<file path="config.mk">
export PLATFORM = sky130hd
export DESIGN_NAME = ixr_unit
export DESIGN_NICKNAME = d
export VERILOG_FILES = /design/src/rtl/ixr_pkg.sv /design/src/rtl/ixr_decode.sv /design/src/rtl/ixr_seq.sv /design/src/rtl/ixr_field_alu.sv /design/src/rtl/ixr_reg_next.sv /design/src/rtl/ixr_unit.sv
export SDC_FILE = /design/constraint.sdc
export NUM_CORES = 1
export LEC_CHECK = 0
export ABC_AREA = 0
export BUFFER_PORTS_ARGS = -buffer_cell sky130_fd_sc_hd__buf_2
export CAP_MARGIN = 0
export CORE_MARGIN = 2
export CORE_UTILIZATION = 59
export CTS_BUF_LIST = sky130_fd_sc_hd__clkbuf_8
export DETAILED_ROUTE_END_ITERATION = 6
export PLACE_DENSITY_LB_ADDON = 0.1
export SLEW_MARGIN = 10
export SYNTH_ARGS = -nofsm -noshare
export SYNTH_HDL_FRONTEND = slang
export SYNTH_SLANG_ARGS = --single-unit
</file>
<file path="constraint.sdc">
create_clock -name clk_i -period 3.4 [get_ports clk_i]
set_input_delay 0.68 -clock clk_i [delete_from_list [all_inputs] [get_ports clk_i]]
set_output_delay 0.68 -clock clk_i [all_outputs]
set_load 0.01 [all_outputs]
</file>
<file path="src/rtl/ixr_pkg.sv">
package ixr_pkg;

  localparam logic [2:0] KIND_INC = 3'd0;
  localparam logic [2:0] KIND_LDI = 3'd1;
  localparam logic [2:0] KIND_WR  = 3'd2;
  localparam logic [2:0] KIND_RD  = 3'd3;
  localparam logic [2:0] KIND_ADC = 3'd4;

  localparam logic [1:0] FLD_LO = 2'd0;
  localparam logic [1:0] FLD_HI = 2'd1;
  localparam logic [1:0] FLD_PG = 2'd2;

  typedef struct packed {
    logic       legal;
    logic [2:0] kind;
    logic       sel_y;
    logic [1:0] fld;
    logic       long_op;
  } ixr_cmd_t;

endpackage

</file>
<file path="src/rtl/ixr_decode.sv">
module ixr_decode
  import ixr_pkg::*;
(
  input  logic [5:0] code_i,
  output ixr_cmd_t   cmd_o
);
  logic [2:0] kind;
  logic [1:0] fld;
  logic       legal;

  assign kind = code_i[5:3];
  assign fld  = code_i[1:0];

  always_comb begin
    unique case (kind)
      KIND_INC, KIND_LDI: legal = 1'b1;
      KIND_WR,  KIND_RD:  legal = (fld != 2'd3);
      KIND_ADC:           legal = (fld == FLD_LO) || (fld == FLD_HI);
      default:            legal = 1'b0;
    endcase
  end

  always_comb begin
    cmd_o.legal   = legal;
    cmd_o.kind    = kind;
    cmd_o.sel_y   = code_i[2];
    cmd_o.fld     = fld;
    cmd_o.long_op = legal && (kind == KIND_ADC);
  end
endmodule

</file>
<file path="src/rtl/ixr_seq.sv">
module ixr_seq #(
  parameter int LAT_SHORT = 5,
  parameter int LAT_LONG  = 7
) (
  input  logic clk_i,
  input  logic rst_ni,
  input  logic valid_i,
  input  logic long_i,
  output logic ready_o,
  output logic accept_o,
  output logic commit_o
);
  localparam int CW = $clog2(LAT_LONG) + 1;

  logic [CW-1:0] cnt_q;
  logic          long_q;
  logic [CW-1:0] age_q;

  assign ready_o  = (cnt_q == '0);
  assign accept_o = valid_i && ready_o;
  assign commit_o = (cnt_q == CW'(1));

  always_ff @(posedge clk_i or negedge rst_ni) begin
    if (!rst_ni) begin
      cnt_q  <= '0;
      long_q <= 1'b0;
    end else if (accept_o) begin
      cnt_q  <= long_i ? CW'(LAT_LONG - 1) : CW'(LAT_SHORT - 1);
      long_q <= long_i;
    end else if (!ready_o) begin
      cnt_q  <= cnt_q - CW'(1);
    end
  end

  // cycles elapsed since the accept edge, used by the latency check
  always_ff @(posedge clk_i or negedge rst_ni) begin
    if (!rst_ni)        age_q <= '0;
    else if (accept_o)  age_q <= CW'(1);
    else if (!ready_o)  age_q <= age_q + CW'(1);
  end

  AST_BUSY_BLOCKS: assert property (@(posedge clk_i) disable iff (!rst_ni)
    accept_o |=> !ready_o);
  AST_SINGLE_DONE: assert property (@(posedge clk_i) disable iff (!rst_ni)
    commit_o |=> !commit_o && ready_o);
  AST_LATENCY: assert property (@(posedge clk_i) disable iff (!rst_ni)
    commit_o |-> age_q == (long_q ? CW'(LAT_LONG - 1) : CW'(LAT_SHORT - 1)));
endmodule

</file>
<file path="src/rtl/ixr_field_alu.sv">
module ixr_field_alu #(
  parameter int FW = 4
) (
  input  logic [FW-1:0] a_i,
  input  logic [FW-1:0] b_i,
  input  logic          cin_i,
  output logic [FW-1:0] sum_o,
  output logic          cout_o,
  output logic          zero_o
);
  logic [FW:0] full;

  assign full   = {1'b0, a_i} + {1'b0, b_i} + {{FW{1'b0}}, cin_i};
  assign sum_o  = full[FW-1:0];
  assign cout_o = full[FW];
  assign zero_o = (full[FW-1:0] == '0);
endmodule

</file>
<file path="src/rtl/ixr_reg_next.sv">
module ixr_reg_next
  import ixr_pkg::*;
#(
  parameter int FW = 4,
  parameter int RW = 3 * FW
) (
  input  logic [RW-1:0]   cur_i,
  input  logic            hit_i,
  input  logic [2:0]      kind_i,
  input  logic [1:0]      fld_i,
  input  logic [FW-1:0]   reg_i,
  input  logic [2*FW-1:0] imm_i,
  input  logic [FW-1:0]   sum_i,
  output logic [RW-1:0]   nxt_o
);
  logic [RW-1:0] fld_put;

  // cur_i with the addressed field replaced by a 4-bit value
  function automatic logic [RW-1:0] put_field(logic [RW-1:0] r, logic [1:0] f,
                                              logic [FW-1:0] v);
    logic [RW-1:0] o;
    o = r;
    unique case (f)
      FLD_LO:  o[FW-1:0]      = v;
      FLD_HI:  o[2*FW-1:FW]   = v;
      FLD_PG:  o[RW-1:2*FW]   = v;
      default: o = r;
    endcase
    return o;
  endfunction

  always_comb begin
    fld_put = cur_i;
    if (kind_i == KIND_WR)       fld_put = put_field(cur_i, fld_i, reg_i);
    else if (kind_i == KIND_ADC) fld_put = put_field(cur_i, fld_i, sum_i);
  end

  always_comb begin
    nxt_o = cur_i;
    if (hit_i) begin
      unique case (kind_i)
        KIND_INC: nxt_o = cur_i + RW'(1);
        KIND_LDI: nxt_o = {cur_i[RW-1:2*FW], imm_i};
        KIND_WR,
        KIND_ADC: nxt_o = fld_put;
        default:  nxt_o = cur_i;
      endcase
    end
  end
endmodule

</file>
<file path="src/rtl/ixr_unit.sv">
module ixr_unit
  import ixr_pkg::*;
#(
  parameter int FW        = 4,
  parameter int LAT_SHORT = 5,
  parameter int LAT_LONG  = 7
) (
  input  logic                clk_i,
  input  logic                rst_ni,
  input  logic                op_valid_i,
  output logic                op_ready_o,
  input  logic [5:0]          op_code_i,
  input  logic [FW-1:0]       op_reg_i,
  input  logic [2*FW-1:0]     op_imm_i,
  input  logic                carry_i,
  output logic [3*FW-1:0]     x_o,
  output logic [3*FW-1:0]     y_o,
  output logic [FW-1:0]       rd_o,
  output logic                zf_o,
  output logic                cf_o,
  output logic                done_o
);
  localparam int NREG = 2;
  localparam int RW   = 3 * FW;
  localparam int IW   = 2 * FW;

  ixr_cmd_t      cmd_in, cmd_q;
  logic [FW-1:0] reg_q;
  logic [IW-1:0] imm_q;
  logic          cin_q;
  logic          accept, commit;

  logic [RW-1:0] ireg_q [NREG];
  logic [RW-1:0] ireg_d [NREG];
  logic [RW-1:0] cur_sel;
  logic [FW-1:0] fld_val;
  logic [FW-1:0] alu_sum;
  logic          alu_cout, alu_zero;
  logic [FW-1:0] rd_q;
  logic          zf_q, cf_q, done_q;

  ixr_decode u_dec (
    .code_i (op_code_i),
    .cmd_o  (cmd_in)
  );

  ixr_seq #(
    .LAT_SHORT (LAT_SHORT),
    .LAT_LONG  (LAT_LONG)
  ) u_seq (
    .clk_i    (clk_i),
    .rst_ni   (rst_ni),
    .valid_i  (op_valid_i),
    .long_i   (cmd_in.long_op),
    .ready_o  (op_ready_o),
    .accept_o (accept),
    .commit_o (commit)
  );

  // operands are captured at acceptance and used at completion
  always_ff @(posedge clk_i or negedge rst_ni) begin
    if (!rst_ni) begin
      cmd_q <= '0;
      reg_q <= '0;
      imm_q <= '0;
      cin_q <= 1'b0;
    end else if (accept) begin
      cmd_q <= cmd_in;
      reg_q <= op_reg_i;
      imm_q <= op_imm_i;
      cin_q <= carry_i;
    end
  end

  assign cur_sel = cmd_q.sel_y ? ireg_q[1] : ireg_q[0];

  always_comb begin
    unique case (cmd_q.fld)
      FLD_LO:  fld_val = cur_sel[FW-1:0];
      FLD_HI:  fld_val = cur_sel[2*FW-1:FW];
      FLD_PG:  fld_val = cur_sel[RW-1:2*FW];
      default: fld_val = '0;
    endcase
  end

  ixr_field_alu #(.FW(FW)) u_alu (
    .a_i    (fld_val),
    .b_i    (imm_q[FW-1:0]),
    .cin_i  (cin_q),
    .sum_o  (alu_sum),
    .cout_o (alu_cout),
    .zero_o (alu_zero)
  );

  for (genvar g = 0; g < NREG; g++) begin : g_ireg
    logic hit;
    assign hit = cmd_q.legal && (cmd_q.sel_y == (g == 1));

    ixr_reg_next #(.FW(FW), .RW(RW)) u_next (
      .cur_i  (ireg_q[g]),
      .hit_i  (hit),
      .kind_i (cmd_q.kind),
      .fld_i  (cmd_q.fld),
      .reg_i  (reg_q),
      .imm_i  (imm_q),
      .sum_i  (alu_sum),
      .nxt_o  (ireg_d[g])
    );

    always_ff @(posedge clk_i or negedge rst_ni) begin
      if (!rst_ni)     ireg_q[g] <= '0;
      else if (commit) ireg_q[g] <= ireg_d[g];
    end
  end

  always_ff @(posedge clk_i or negedge rst_ni) begin
    if (!rst_ni) begin
      zf_q   <= 1'b0;
      cf_q   <= 1'b0;
      rd_q   <= '0;
      done_q <= 1'b0;
    end else begin
      done_q <= commit;
      if (commit && cmd_q.legal) begin
        if (cmd_q.kind == KIND_ADC) begin
          zf_q <= alu_zero;
          cf_q <= alu_cout;
        end
        if (cmd_q.kind == KIND_RD) rd_q <= fld_val;
      end
    end
  end

  assign x_o    = ireg_q[0];
  assign y_o    = ireg_q[1];
  assign rd_o   = rd_q;
  assign zf_o   = zf_q;
  assign cf_o   = cf_q;
  assign done_o = done_q;

  AST_QUIET_WHILE_BUSY: assert property (@(posedge clk_i) disable iff (!rst_ni)
    !commit |=> $stable(x_o) && $stable(y_o) && $stable(zf_o) && $stable(cf_o)
             && $stable(rd_o));
  AST_INC_STEP_X: assert property (@(posedge clk_i) disable iff (!rst_ni)
    commit && cmd_q.kind == KIND_INC && !cmd_q.sel_y
      |=> x_o == $past(x_o) + RW'(1) && $stable(y_o));
  AST_LOAD_KEEPS_PAGE: assert property (@(posedge clk_i) disable iff (!rst_ni)
    commit && cmd_q.kind == KIND_LDI
      |=> $stable(x_o[RW-1:2*FW]) && $stable(y_o[RW-1:2*FW]));
  AST_READ_NO_WRITE: assert property (@(posedge clk_i) disable iff (!rst_ni)
    commit && cmd_q.kind == KIND_RD |=> $stable(x_o) && $stable(y_o));
  AST_RD_ONLY_ON_READ: assert property (@(posedge clk_i) disable iff (!rst_ni)
    commit && cmd_q.kind != KIND_RD |=> $stable(rd_o));
  AST_ADC_NO_SPILL: assert property (@(posedge clk_i) disable iff (!rst_ni)
    commit && cmd_q.kind == KIND_ADC && cmd_q.fld == FLD_LO
      |=> $stable(x_o[RW-1:FW]) && $stable(y_o[RW-1:FW]));
  AST_FLAGS_HELD: assert property (@(posedge clk_i) disable iff (!rst_ni)
    commit && cmd_q.kind != KIND_ADC |=> $stable(zf_o) && $stable(cf_o));
  AST_RESERVED_INERT: assert property (@(posedge clk_i) disable iff (!rst_ni)
    commit && !cmd_q.legal |=> $stable(x_o) && $stable(y_o) && $stable(zf_o)
                              && $stable(cf_o));
endmodule

</file>
# ---- After elaboration in Yosys (flattened, before gate mapping)
# Cells that the tools add are included.
dict set report word_totals {
  reg_bits 55
  latchBits 0
  ramBits 0
  rom_bits 0
  in_bits 22
  wordCells 84
  n_memories 0
}
dict set report classes {
  addsub 5
  multipliers 0
  n_div 0
  magnitude_cmp 0
  n_eq_ne 18
  shifts 0
  muxes 16
  n_bitwise 2
  n_reduce_logical 25
}
# op count
set ops {}
lappend ops {{one-hot mux 12 bit (3 select lines)} 2}
lappend ops {{two-way mux 12 bit} 3}
lappend ops {{two-way mux 4 bit} 8}
lappend ops {{adder 12 x 1 -> 12 bit, second input constant} 2}
lappend ops {{AND reduction 5 bit} 4}
lappend ops {{== test 3 x 2 -> 1 bit, second input constant} 4}
lappend ops {{one-hot mux 4 bit (3 select lines)} 1}
lappend ops {{AND reduction 6 bit} 2}
lappend ops {{!= test 2 bit, second input constant} 5}
lappend ops {{logical NOT 4 bit} 2}
lappend ops {{== test 3 x 1 -> 1 bit, second input constant} 2}
lappend ops {{== test 3 bit, second input constant} 2}
lappend ops {{logical NOT 3 bit} 2}
lappend ops {{OR reduction 2 bit} 3}
lappend ops {{adder 4 x 4 -> 5 bit} 1}
lappend ops {{adder 5 x 1 -> 5 bit} 1}
lappend ops {{logical AND 1 bit} 5}
lappend ops {{== test 2 x 1 -> 1 bit, second input constant} 2}
lappend ops {{== test 4 x 1 -> 1 bit, second input constant} 1}
lappend ops {{logical NOT 2 bit} 2}
lappend ops {{AND reduction 2 bit} 2}
lappend ops {{subtractor 4 x 1 -> 4 bit, second input constant} 1}
lappend ops {{!= test 3 x 2 -> 1 bit, second input constant} 1}
lappend ops {{one-hot mux 1 bit (3 select lines)} 1}
lappend ops {{other kinds (6)} 7}

# ---- Depth between registers and ports, before layout
dict set report depth {
  ltp_word 8
  mapped_depth 13
  ltp_nobuf 12
}

# ---- By module
# From an unflattened synthesis, not the netlist that was laid out.
dict set report unflattened {
  cells_unflattened 540
  hier_area_um2 4685.7
}
# mod instances cells_each area_each_um2 seq_area_each_um2
set by_module_without_submodules {}
lappend by_module_without_submodules {ixr_unit 1 146 2193.4 1276.2}
lappend by_module_without_submodules {ixr_reg_next 2 170 999.7 0.0}
lappend by_module_without_submodules {ixr_seq 1 22 244.0 100.1}
lappend by_module_without_submodules {ixr_field_alu 1 21 167.7 0.0}
lappend by_module_without_submodules {ixr_decode 1 11 81.3 0.0}

# ---- Worst setup path before layout
# Ideal clock, no wire load.
dict set report synth_timing {
  path_kind {register -> register}
  start {reg cmd_q[1] (netlist bit)}
  end {reg ireg_q, in the netlist y_o[5]}
  setup_time_ns 0.084
  t_arrival_ns 3.018
  required_ns 3.316
  path_slack_ns 0.298
  stages_incl_launch_ff 14
  cell_sequence {dfrtp_1 > buf_2 > mux2i_1 > nor2_1 > a211oi_1 > a21oi_1 > fa_1 > inv_1 > fa_1 > or3b_2 > a21oi_1 > a21oi_1 > o31a_1 > o21ai_0}
}
dict set report synth_via {
  elab_chain_len 8
  elab_cells_between_ends 12
  cone_classes {add/sub: 2; eq/ne: 3; mux: 5; reduce/logical: 2}
}
# element line_no
set synth_lines {}
lappend synth_lines {{start: declaration} ixr_unit.sv:27} ;# ixr_cmd_t cmd_in, cmd_q;
lappend synth_lines {{start signal: assignment} ixr_unit.sv:68} ;# cmd_q <= cmd_in;
lappend synth_lines {{== test 2 bit (tied with other cells)} ixr_unit.sv:78} ;# unique case (cmd_q.fld)
lappend synth_lines {{one-hot mux 4 bit (3 select lines) *} ixr_unit.sv:78}
lappend synth_lines {{net fld_val[0]} ixr_unit.sv:36} ;# logic [FW-1:0] fld_val;
lappend synth_lines {{adder 4 x 4 -> 5 bit *} ixr_field_alu.sv:13} ;# assign full = {1'b0, a_i} + {1'b0, b_i} + {{FW{1'b0}}, cin_i};
lappend synth_lines {{adder 5 x 1 -> 5 bit *} ixr_field_alu.sv:13}
lappend synth_lines {{two-way mux 4 bit *} ixr_reg_next.sv:23} ;# unique case (f)
lappend synth_lines {{two-way mux 12 bit *} ixr_reg_next.sv:35} ;# else if (kind_i == KIND_ADC) fld_put = put_field(cur_i, fld_i, sum_i);
lappend synth_lines {{two-way mux 12 bit *} ixr_reg_next.sv:34} ;# if (kind_i == KIND_WR) fld_put = put_field(cur_i, fld_i, reg_i);
lappend synth_lines {{one-hot mux 12 bit (3 select lines) *} ixr_reg_next.sv:41} ;# unique case (kind_i)
lappend synth_lines {{end signal: indexed assignment} ixr_unit.sv:112} ;# else if (commit) ireg_q[g] <= ireg_d[g];
lappend synth_lines {{end: declaration} ixr_unit.sv:33} ;# logic [RW-1:0] ireg_q [NREG];
# Mark *: on every way through the listed nets, which the timed path passes. The rest lies on a longest branch. The select of a mux whose other input is x is not followed.
# A chain may end at the register's enable or synchronous reset.

# ---- Worst setup path after layout
dict set report layout_timing {
  start {reg cmd_q[1] (netlist bit)}
  end {reg ireg_q, in the netlist x_o[9]}
}
# Same word-level chain as after synthesis.

==> flow_results.org <==
** Timing
- Adding up every negative setup slack in the final design gives 0 ns.
- Setup repair after global routing left no endpoint under its margin.
- Derived from the worst setup path, the maximum achievable clock frequency is 313 MHz.
- Tcrit/Tclk final :: 93.8%
- Worst clock skew on the final layout :: 0.0120 ns
- Tightest Pin Transition :: 0.933 ns
- In this run the tightest slew margin relative to its limit is 37.8%.
- Max-slew violation total from the final report :: 0
- Shortest clock period the worst path allows after layout :: 3.19 ns
- Final setup violation count :: 0
- The number of failing hold endpoints at the final stage is 0.

** Power
- Portion of total power attributed to sequential cells :: 34.6%
- Switching part of the total power :: 45.3%
- Total power for the finished layout comes to 3.90 mW.
- For this design the static power due to leakage is 1.76 nW.
- Switching pwr :: 1.77 mW
- Internal power consumption :: 2.13 mW
- In this run, the combinational gates consume 52.0% of the power.
- Power spread over the standard cell area amounts to 1010 mW/mm^2.
- Largest vdd supply drop :: 0.522 mV
- The clock network accounts for 13.3% of the total power.

** Critical path
- At the worst endpoint, the arrival time is 3.46 ns.
- Counting cells, the worst reg-to-reg path comes to 12.
- Cell repeated most along the worst path :: fa_1
- At the worst endpoint, the required time is 3.66 ns.
- Maximum fanout count along the critical path :: 8
- Worst setup endpoint :: x_o[9]
- Tracing the worst setup path back leads to its startpoint at cmd_q[1].
- The worst register-to-register path begins at cmd_q[1].
- In this run the critical register-to-register path is captured at x_o[9].
- The slowest stage of the critical path belongs to the cell dfrtp_2.
- Class of the most critical setup path :: register to register
- STA classifies the critical path startpoint as a register.
- Number of buffers and inverters on the critical path :: 2
- Critical path endpoint category :: register
- Setup slack on the worst flop-to-flop path :: 0.21 ns
- For this run, the slowest stage of the critical path takes 0.49 ns.
- CP cell instances :: mux2i_1, nor2_1, a211oi_1, a21oi_1, fa_1, inv_1, fa_1, or3b_2, a21oi_2, buf_4, a31o_2, a22o_1
- Worst path top cell family by delay :: adder cells
- Number of cells on the critical path :: 12

** GRT
- The number of global-route vias before repair came to 2865.
- Wire length of the first global-routing pass :: 14.2 mm
- Entering global routing, the biggest net connects 41 pins.
- The total overflow left after global routing is 0.
- Global routing used 28.7% of the available tracks across all layers.
- Antenna violations before repair :: 0

** Floorplanning
- From bottom edge to top edge, the die measures 79.9 um.
- From left edge to right edge, the die measures 79.9 um.
- For this configuration, the core starts out at a cell density of 61.3%.
- Pin placement for this block handled 54 I/O pins.
- The initialized floorplan defines 27 standard-cell rows.
- After floorplanning, the core was sized to cover 0.00554 mm^2.
- Die area :: 0.00638 mm^2

** Yosys
- Summing the areas of all fa, ha and maj instances in the mapped netlist gives 4.09% of the synthesized area.
- For this run, the number of Yosys warnings is 0.
- Portion of the post-synthesis area used by sequential elements :: 40.5%
- Of the total synthesized cell area, the portion taken by XOR and XNOR cells is 0.515%.
- The synthesized netlist devotes 21.3% of its cell area to compound gates.
- Async set or reset register ratio after synthesis :: 100%
- The synthesized netlist devotes 17.5% of its cell area to simple gates.
- Yosys attributes the largest share of cell area to dfrtp_1 (41%), mux2_2 (7.0%), o21ai_0 (4.9%).
- Area share of the largest cell type after synthesis :: 40.5%
- Cell type with the highest aggregate area in the netlist :: dfrtp_1
- After synthesis the cells add up to 0.00340 mm^2.
- In this run the mean area of a mapped cell was 9.55 um^2.
- Synthesis produced a netlist with a net count of 387.
- Number of enable flip-flop cells after synthesis :: 0
- Number of different library cells in the post-synthesis netlist :: 64
- In the synthesized netlist the dominant register cell turns out to be dfrtp_1.
- Mapped Cells :: 356
- #FFs+latches synth :: 55
- Main combinational cell family by area after synthesis :: compound AO/OA/AOI/OAI gates
- Fraction of synthesized area in multiplexers :: 9.61%

** Layout
- Relative to the synthesized area, the layout overhead comes to 13.0%.
- The filler cells instantiated in the layout total 467.
- Antenna cells :: 0
- Final-stage net count :: 438
- Fraction of layout cells with a size suffix above 1 :: 27.7%

** Job
- Max-cap violations in this run came to 0.

** Clock network
- Number of clock sinks :: 55
- Register clock-pin slew on the reported worst setup and hold paths :: 0.11 ns
- H-Tree Level Count :: 2
- Counting the buffers created by CTS gives 5.
- CTS tree :: yes
- Latest clock arrival within the worst-skew pair :: 0.32 ns
- CTS Root Cell :: clkbuf_8
- Longest Clk Path Bufs :: 2

** Detailed routing
- Drt pass-1 iters :: 5
- Dividing the detail-routed wire length by the instance count gives 18.1 um.
- The routed layout has 3049 vias.
- For this run, design rule violations remaining after detail routing come to 0.
- After the first detailed-routing iteration, the DRC count stood at 284.
- The count of nets left with antenna violations once routing finished came out at 0.
- Vias per Instance :: 6.35
- Routed wire length :: 8.67 mm

** Placed design
- Weighted congestion reported at the end of routability-driven placement :: 0.910
- Detailed Place HPWL :: 6.40 mm
- Input and output buffers added on the ports amount to 53.

** Run status
- Run status :: completed

** Min path
- The min-delay analysis places its worst path in the category input port to asynchronous set/reset pin.
placed cells by master (no fill, tap or decap), types with 3 or more instances in the layout:
cell type	instances
dfrtp_1	54
buf_2	53
o21ai_0	33
nand2_1	24
a21oi_1	23
mux2_2	21
nor2_1	20
inv_1	19
nand3_1	13
buf_4	12
mux2i_1	9
a22o_1	8
ha_1	7
o31ai_1	5
nand3b_1	5
a31oi_1	5
clkbuf_8	5
nor2b_1	4
and3_1	4
o21ai_1	4
nor3_1	4
o31a_1	4
a21o_1	4
o211ai_1	3
a211oi_1	3
and2_1	3
o41ai_1	3
o21a_1	3
and3_2	3
nand4_1	3
nor4_1	3
sequential cells by signal, indices dropped and copies added (netlist names):
signal,count
x_o,12
y_o,12
imm_q,8
cmd_q,7
rd_o,4
reg_q,4
u_seq.cnt_q,4
cf_o,1
cin_q,1
done_o,1
zf_o,1
power groups by stage:
stage                     sequential [mW]  clock (mW)  combinational, mW
after floorplan                      1.22           0               1.52
after global placement               1.34           0               1.93
after detailed placement             1.35           0               1.98
after CTS                            1.34       0.526               2.00
after global routing                 1.39       0.547               2.25
final                                1.35       0.519               2.03
cell usage after synthesis (4+ instances only):
| master | instances |
|---|---|
| a21o_1 | 4 |
| a21oi_1 | 24 |
| a22o_1 | 8 |
| a31oi_1 | 5 |
| and3_1 | 4 |
| clkbuf_1 | 9 |
| dfrtp_1 | 55 |
| ha_1 | 7 |
| inv_1 | 19 |
| mux2_2 | 21 |
| mux2i_1 | 9 |
| nand2_1 | 24 |
| nand3_1 | 13 |
| nand3b_1 | 5 |
| nor2_1 | 20 |
| nor2b_1 | 4 |
| nor3_1 | 4 |
| o21ai_0 | 33 |
| o21ai_1 | 5 |
| o31a_1 | 4 |
| o31ai_1 | 5 |
how the worst min path moves through the flow:
stage            from    to
3_3_place_gp     cf_o  cf_o
5_1_grt          cf_o  cf_o
6_report       rst_ni  zf_o
2_1_floorplan  rst_ni  cf_o
3_5_place_dp     cf_o  cf_o
4_1_cts          cf_o  cf_o
metrics by stage:
| step | cells | setup WS (ns) | hold WS [ns] | instance area, um^2 | util [%] |
|---|---|---|---|---|---|
| 2_1_floorplan | 356 | 0.298 | 0.384 | 3400 | - |
| 3_3_place_gp | 472 | 0.226 | 0.471 | 3700 | 66.7 |
| 3_5_place_dp | 472 | 0.123 | 0.476 | 3700 | 66.7 |
| 4_1_cts | 480 | 0.0646 | 0.500 | 3830 | 69.2 |
| 5_1_grt | 480 | 0.0372 | 0.550 | 3840 | 69.3 |
| 6_report | 480 | 0.209 | 0.490 | 3840 | 69.3 |
final cells by class:
class	count	area (um^2)	share of cell area, %
flip-flops and latches	55	1380	35.9
repair buffers	65	355	9.25
multi-input cells	261	1810	47.1
inverters	19	71.3	1.86
clock buffers	5	68.8	1.79
clock inverters	3	67.6	1.76
well taps	72	90.1	2.35
cell families (layout without fill, tap and decap cells):
| logic type | Yosys count | after routing |
|---|---|---|
| compound gates | 114 | 114 |
| xor+xnor | 2 | 2 |
| fa+ha+maj | 10 | 10 |
| buf+inv | 40 | 92 |
| flops | 55 | 55 |
| mux | 30 | 30 |
| simple gates | 105 | 105 |
routing by layer:
metal / part of all wire (%) / wire, um / track usage, %
met4: 2.8 / 244 / 12.4
met2: 46 / 3960 / 44.7
met5: 0 / 0 / 0
met1: 44 / 3820 / 39.8
met3: 7.4 / 640 / 4.41
what timing repair did:
action | 4_1_cts | 5_1_grt
buffers inserted | 0 | 0
endpoints found under the setup margin | 0 | 5
hold buffers | 0 | 0
gates resized for setup | 0 | 2
Power figures use the tool's default switching activity.
